$ cat src/rtl/duart_sys_pkg.sv
package duart_sys_pkg;
  localparam logic [3:0] OFF_CHG   = 4'h4;
  localparam logic [3:0] OFF_STAT  = 4'h5;
  localparam logic [3:0] OFF_PINS  = 4'hD;
  localparam logic [3:0] OFF_SET   = 4'hE;
  localparam logic [3:0] OFF_CLR   = 4'hF;
  localparam int         LANE_W    = 4;
  localparam int         CHG_W     = 4;
  localparam logic [2:0] TMR_CODE  = 3'd6;

  function automatic int lane_index(input int ch, input bit is_rx);
    return LANE_W * ch + (is_rx ? 1 : 0);
  endfunction

  function automatic logic timer_sel(input logic [7:0] aux);
    return aux[6:4] == TMR_CODE;
  endfunction

  function automatic logic pin_level(input logic manual_bit, input logic alt_bit,
                                     input logic use_alt);
    return ~(use_alt ? alt_bit : manual_bit);
  endfunction

  function automatic logic [7:0] set_bits(input logic [7:0] cur, input logic [7:0] m);
    return cur | m;
  endfunction

  function automatic logic [7:0] clr_bits(input logic [7:0] cur, input logic [7:0] m);
    return cur & ~m;
  endfunction
endpackage

$ cat src/rtl/duart_irq_unit.sv
module duart_irq_unit
  import duart_sys_pkg::*;
#(
  parameter int NCH   = 2,
  localparam int ISR_W = LANE_W * NCH
) (
  input  logic             clk,
  input  logic             rst_n,
  input  logic [NCH-1:0]   tx_rdy,
  input  logic [NCH-1:0]   rx_rdy,
  input  logic             mask_we,
  input  logic [ISR_W-1:0] mask_wdata,
  output logic [ISR_W-1:0] isr,
  output logic [ISR_W-1:0] imr_q,
  output logic             pend,
  output logic             irq_n
);
  for (genvar c = 0; c < NCH; c++) begin : g_lane
    localparam int TXI = LANE_W * c;
    assign isr[TXI]            = tx_rdy[c];
    assign isr[TXI+1]          = rx_rdy[c];
    assign isr[TXI+LANE_W-1:TXI+2] = '0;
  end

  assign pend = |(isr & imr_q);

  always_ff @(posedge clk) begin
    if (!rst_n) begin
      imr_q <= '0;
      irq_n <= 1'b1;
    end else begin
      if (mask_we) imr_q <= mask_wdata;
      irq_n <= ~pend;
    end
  end
endmodule

$ cat src/rtl/duart_gpo_unit.sv
module duart_gpo_unit
  import duart_sys_pkg::*;
#(
  parameter int OUT_W = 8,
  parameter int ISR_W = 8
) (
  input  logic             clk,
  input  logic             rst_n,
  input  logic             set_we,
  input  logic             clr_we,
  input  logic             cfg_we,
  input  logic [OUT_W-1:0] wdata,
  input  logic [ISR_W-1:0] isr,
  output logic [OUT_W-1:0] opr_q,
  output logic [OUT_W-1:0] opcr_q,
  output logic [OUT_W-1:0] pins
);
  logic [7:0] wide_cur, wide_msk;
  assign wide_cur = 8'(opr_q);
  assign wide_msk = 8'(wdata);

  always_ff @(posedge clk) begin
    if (!rst_n) begin
      opr_q  <= '0;
      opcr_q <= '0;
    end else begin
      if (set_we)      opr_q <= OUT_W'(set_bits(wide_cur, wide_msk));
      else if (clr_we) opr_q <= OUT_W'(clr_bits(wide_cur, wide_msk));
      if (cfg_we) opcr_q <= wdata;
    end
  end

  for (genvar k = 0; k < OUT_W; k++) begin : g_pin
    if (k < ISR_W) begin : g_alt
      assign pins[k] = pin_level(opr_q[k], isr[k], opcr_q[k]);
    end else begin : g_man
      assign pins[k] = pin_level(opr_q[k], 1'b0, 1'b0);
    end
  end
endmodule

$ cat src/rtl/duart_gpi_unit.sv
module duart_gpi_unit
  import duart_sys_pkg::*;
#(
  parameter int IN_W        = 6,
  parameter int SYNC_STAGES = 2
) (
  input  logic             clk,
  input  logic             rst_n,
  input  logic [IN_W-1:0]  pins,
  input  logic             chg_clr,
  output logic [IN_W-1:0]  lvl,
  output logic [CHG_W-1:0] chg_flags,
  output logic             chg_evt
);
  logic [IN_W-1:0]  stg [SYNC_STAGES];
  logic [CHG_W-1:0] prev_q;
  logic [CHG_W-1:0] chg_now;

  always_ff @(posedge clk) begin
    if (!rst_n) stg[0] <= '1;
    else        stg[0] <= pins;
  end

  for (genvar s = 1; s < SYNC_STAGES; s++) begin : g_sync
    always_ff @(posedge clk) begin
      if (!rst_n) stg[s] <= '1;
      else        stg[s] <= stg[s-1];
    end
  end

  assign lvl     = stg[SYNC_STAGES-1];
  assign chg_now = lvl[CHG_W-1:0] ^ prev_q;
  assign chg_evt = |chg_now;

  always_ff @(posedge clk) begin
    if (!rst_n) begin
      prev_q    <= '1;
      chg_flags <= '0;
    end else begin
      prev_q    <= lvl[CHG_W-1:0];
      chg_flags <= (chg_clr ? '0 : chg_flags) | chg_now;
    end
  end
endmodule

$ cat src/rtl/duart_sys_regs.sv
module duart_sys_regs
  import duart_sys_pkg::*;
#(
  parameter int NCH    = 2,
  parameter int IN_W   = 6,
  parameter int OUT_W  = 8,
  parameter int DATA_W = 8,
  parameter int ADDR_W = 4
) (
  input  logic              clk,
  input  logic              rst_n,
  input  logic [ADDR_W-1:0] reg_addr,
  input  logic              reg_wr,
  input  logic              reg_rd,
  input  logic [DATA_W-1:0] reg_wdata,
  output logic [DATA_W-1:0] reg_rdata,
  input  logic [NCH-1:0]    ch_tx_rdy,
  input  logic [NCH-1:0]    ch_rx_rdy,
  input  logic [IN_W-1:0]   in_pins,
  output logic [OUT_W-1:0]  out_pins,
  output logic              irq_n,
  output logic              baud_set,
  output logic              timer_mode
);
  localparam int ISR_W = LANE_W * NCH;

  logic hit_chg, hit_stat, hit_pins, hit_set, hit_clr;
  assign hit_chg  = reg_addr == ADDR_W'(OFF_CHG);
  assign hit_stat = reg_addr == ADDR_W'(OFF_STAT);
  assign hit_pins = reg_addr == ADDR_W'(OFF_PINS);
  assign hit_set  = reg_addr == ADDR_W'(OFF_SET);
  assign hit_clr  = reg_addr == ADDR_W'(OFF_CLR);

  logic [ISR_W-1:0] isr, imr_q;
  logic             irq_pend;
  logic [OUT_W-1:0] opr_q, opcr_q;
  logic [IN_W-1:0]  in_lvl;
  logic [CHG_W-1:0] chg_flags;
  logic             chg_evt;
  logic [7:0]       aux_q;

  duart_irq_unit #(.NCH(NCH)) u_irq (
    .clk(clk), .rst_n(rst_n), .tx_rdy(ch_tx_rdy), .rx_rdy(ch_rx_rdy),
    .mask_we(reg_wr && hit_stat), .mask_wdata(reg_wdata[ISR_W-1:0]),
    .isr(isr), .imr_q(imr_q), .pend(irq_pend), .irq_n(irq_n)
  );

  duart_gpo_unit #(.OUT_W(OUT_W), .ISR_W(ISR_W)) u_gpo (
    .clk(clk), .rst_n(rst_n), .set_we(reg_wr && hit_set),
    .clr_we(reg_wr && hit_clr), .cfg_we(reg_wr && hit_pins),
    .wdata(reg_wdata[OUT_W-1:0]), .isr(isr), .opr_q(opr_q),
    .opcr_q(opcr_q), .pins(out_pins)
  );

  duart_gpi_unit #(.IN_W(IN_W), .SYNC_STAGES(2)) u_gpi (
    .clk(clk), .rst_n(rst_n), .pins(in_pins), .chg_clr(reg_rd && hit_chg),
    .lvl(in_lvl), .chg_flags(chg_flags), .chg_evt(chg_evt)
  );

  always_ff @(posedge clk) begin
    if (!rst_n)                 aux_q <= '0;
    else if (reg_wr && hit_chg) aux_q <= reg_wdata[7:0];
  end
  assign baud_set   = aux_q[7];
  assign timer_mode = timer_sel(aux_q);

  always_comb begin
    reg_rdata = '0;
    if (hit_chg)       reg_rdata[2*CHG_W-1:0] = {chg_flags, in_lvl[CHG_W-1:0]};
    else if (hit_stat) reg_rdata[ISR_W-1:0]   = isr;
    else if (hit_pins) reg_rdata[IN_W-1:0]    = in_lvl;
  end
endmodule

$ cat config.mk
export PLATFORM = sky130hd
export DESIGN_NAME = duart_sys_regs
export DESIGN_NICKNAME = d
export VERILOG_FILES = /design/src/rtl/duart_sys_pkg.sv /design/src/rtl/duart_irq_unit.sv /design/src/rtl/duart_gpo_unit.sv /design/src/rtl/duart_gpi_unit.sv /design/src/rtl/duart_sys_regs.sv
export SDC_FILE = /design/constraint.sdc
export NUM_CORES = 1
export LEC_CHECK = 0
export ABC_AREA = 1
export ABC_CLOCK_PERIOD_IN_PS = 3100
export BUFFER_PORTS_ARGS = -buffer_cell sky130_fd_sc_hd__buf_4
export CAP_MARGIN = 20
export CORE_MARGIN = 3
export CORE_UTILIZATION = 35
export CTS_BUF_LIST = sky130_fd_sc_hd__clkbuf_8
export DETAILED_ROUTE_END_ITERATION = 10
export HOLD_SLACK_MARGIN = 0.06
export PLACE_DENSITY = 0.6
export SLEW_MARGIN = 20
export SYNTH_ARGS = -nofsm -noshare
export SYNTH_HDL_FRONTEND = slang
export SYNTH_HIERARCHICAL = 1
export SYNTH_SLANG_ARGS = --single-unit
$ cat constraint.sdc
create_clock -name clk -period 3.1 [get_ports clk]
set_input_delay 0 -clock clk [delete_from_list [all_inputs] [get_ports clk]]
set_output_delay 0 -clock clk [all_outputs]
set_load 0.1 [all_outputs]
==> qor.csv <==
metric;value;unit
RSZ-0062 raised after global routing;no;
Mapped Cells;281;
final setup vio count;0;
Clk pwr share;0.320;
Pint;0.8288;mW
vias in the first global route;1653;
startpoint types;input port;
clock slew at reported path FFs;0.09;ns
Post-Syn Area per Cell;7.040;sq um
die area;6590;sq um
switching share of power;0.3003;
initial antenna violation count;0;
Clock Skew;0.001463;ns
# nets final;370;
Post-DP HPWL;3367;um
total negative setup slack;0;ns
Net Switching;0.3557;mW
worst setup path class;input port to flip-flop;
CTS Root Cell;clkbuf_8;
Crit Path Max Fanout;3;
die span in x;81.18;um
Leakage Power;1.227;nW
CTS tree;built;
DR iter-0 viols;116;
PwrDens;453.2;nW/um^2
CTS Hold Buffers Added;19;
# IOs;45;
Residual DRC;0;
first-pass GRT wire length;7617;um
peak supply drop;193.2;uV
WP data arrival;2.02;ns
Resized cells post-CTS;0;
status;finished clean;
CTS Sinks;45;
Worst slew margin;0.6517;
Worst Hold Path EP;aux_q[6]$_SDFFE_PN0P_;
vias post-DR;1821;
share of cells above drive strength 1;0.2058;
number of max-slew violations in the final report;0;
Period minus WS final;1.773;ns
Die Span Y;81.18;um
Routed Wire Length;4607;um
Area Growth Syn to Fin;32.13;%
Syn. warnings;6;
HP Class;input port to flip-flop;
Routed WL per cell;11.10;um
Flop pwr share;0.510;
total track usage;0.1525;
DR pass1 iterations;4;
FP Rows;26;
Starting Density;0.3754;
grt ovf;0;
Combinational Power Share;0.170;
Crit path required time;3.35;ns
fill count;555;
Power Total;1.185;mW
CTS Buf Count;5;
H-tree Lvls;2;
Crit Reg-Reg Endpoint;u_irq/irq_n$_SDFF_PN1_;
CP Capture Type;flip-flop;
Port-buffer cells;44;
setup repair bufs after CTS;0;
remaining antenna violation count after routing;0;
fin crit share;0.5719;
Worst R2R Start;u_irq/imr_q[1]$_SDFFE_PN0P_;
pin count of the biggest net entering global routing;24;
worst-margin pin slew;0.5205;ns
Max-Cap Viols;0;
hold violation count in the final report;0;
HP Start;reg_addr[0];
worst-case clock buffer depth;2;
Min-Delay Path Depth;5;
R2R depth;5;
antenna cell count;0;
GPL Wtd Cong;0.7957;
Reg2Reg Setup Slack;1.39;ns
fmax;564.0;MHz
Vias/cell;4.388;
Netlist Area Pre-Place;1978;sq um
core footprint;5270;sq um
worst-skew pair later-pin latency;0.30;ns
==> worst max-delay path, cell delays in order <==
cell	delay, ns
dlygate4sd3_1	0.53
buf_4	0.15
nand2_1	0.06
nand2_1	0.04
dlygate4sd3_1	0.54
o21ai_0	0.15
dlygate4sd3_1	0.56
==> worst max path at each step <==
stage	startpoint	end	slack, ns
2_1_floorplan	u_gpo/opcr_q[7]$_SDFFE_PN0P_	out_pins[7]	0.68
3_3_place_gp	reg_addr[1]	u_gpo/opcr_q[6]$_SDFFE_PN0P_	1.76
3_5_place_dp	reg_addr[0]	u_gpo/opcr_q[4]$_SDFFE_PN0P_	1.74
4_1_cts	ch_tx_rdy[0]	u_irq/irq_n$_SDFF_PN1_	1.34
5_1_grt	ch_tx_rdy[0]	u_irq/irq_n$_SDFF_PN1_	1.26
6_report	ch_tx_rdy[0]	u_irq/irq_n$_SDFF_PN1_	1.33
==> power groups by stage <==
stage	sequential (mW)	clock, mW	combinational [mW]
detailed placement	0.618	0	0.184
global placement	0.618	0	0.183
finish	0.605	0.379	0.201
floorplan	0.620	0	0.124
global route	0.607	0.408	0.217
CTS	0.605	0.390	0.202
==> stage by stage <==
stage	instances	setup slack [ns]	hold slack, ns	utilization	instance area (sq um)
4_1_cts	415	1.337	0.1040	0.4960	2614
3_5_place_dp	388	1.743	0.1901	0.4421	2330
3_3_place_gp	388	1.759	0.1880	0.4421	2330
5_1_grt	415	1.261	0.1457	0.4960	2614
2_1_floorplan	284	0.6838	0.06883	-	1989
6_report	415	1.327	0.1074	0.4960	2614
==> cell usage in the layout, fill, tap and decap left out <==
master and count:
nand3_2 2, nand2_2 1, buf_4 46, inv_2 5, nor4_1 2, a21oi_1 12, dfxtp_1 45, or2_2 6
inv_6 2, or2_1 6, nor3_1 2, inv_1 33, clkinvlp_4 1, clkbuf_8 5, nand3_1 14, dlygate4sd3_1 19
nor2_1 31, o21ai_0 21, nand2_1 81, nand4_1 4, nor2_4 3, conb_1 4
==> final cells by class <==
class	instances	area, sq um	share of cell area
well taps	70	87.58	0.03351
repair buffers	65	535.5	0.2049
inverters	38	142.6	0.05457
clock buffers	5	68.82	0.02633
flip-flops and latches	45	900.9	0.3447
clock inverters	3	25.02	0.009574
multi-input cells	189	853.3	0.3265
==> routing by layer <==
metal	wire length, um	global-route usage	up-vias
met5	0	0	-
met4	62	0.05743	0
met3	250	0.03880	6
met2	2089	0.2282	37
met1	2204	0.2102	795
li1	-	-	983
Power figures use the tool's default switching activity.
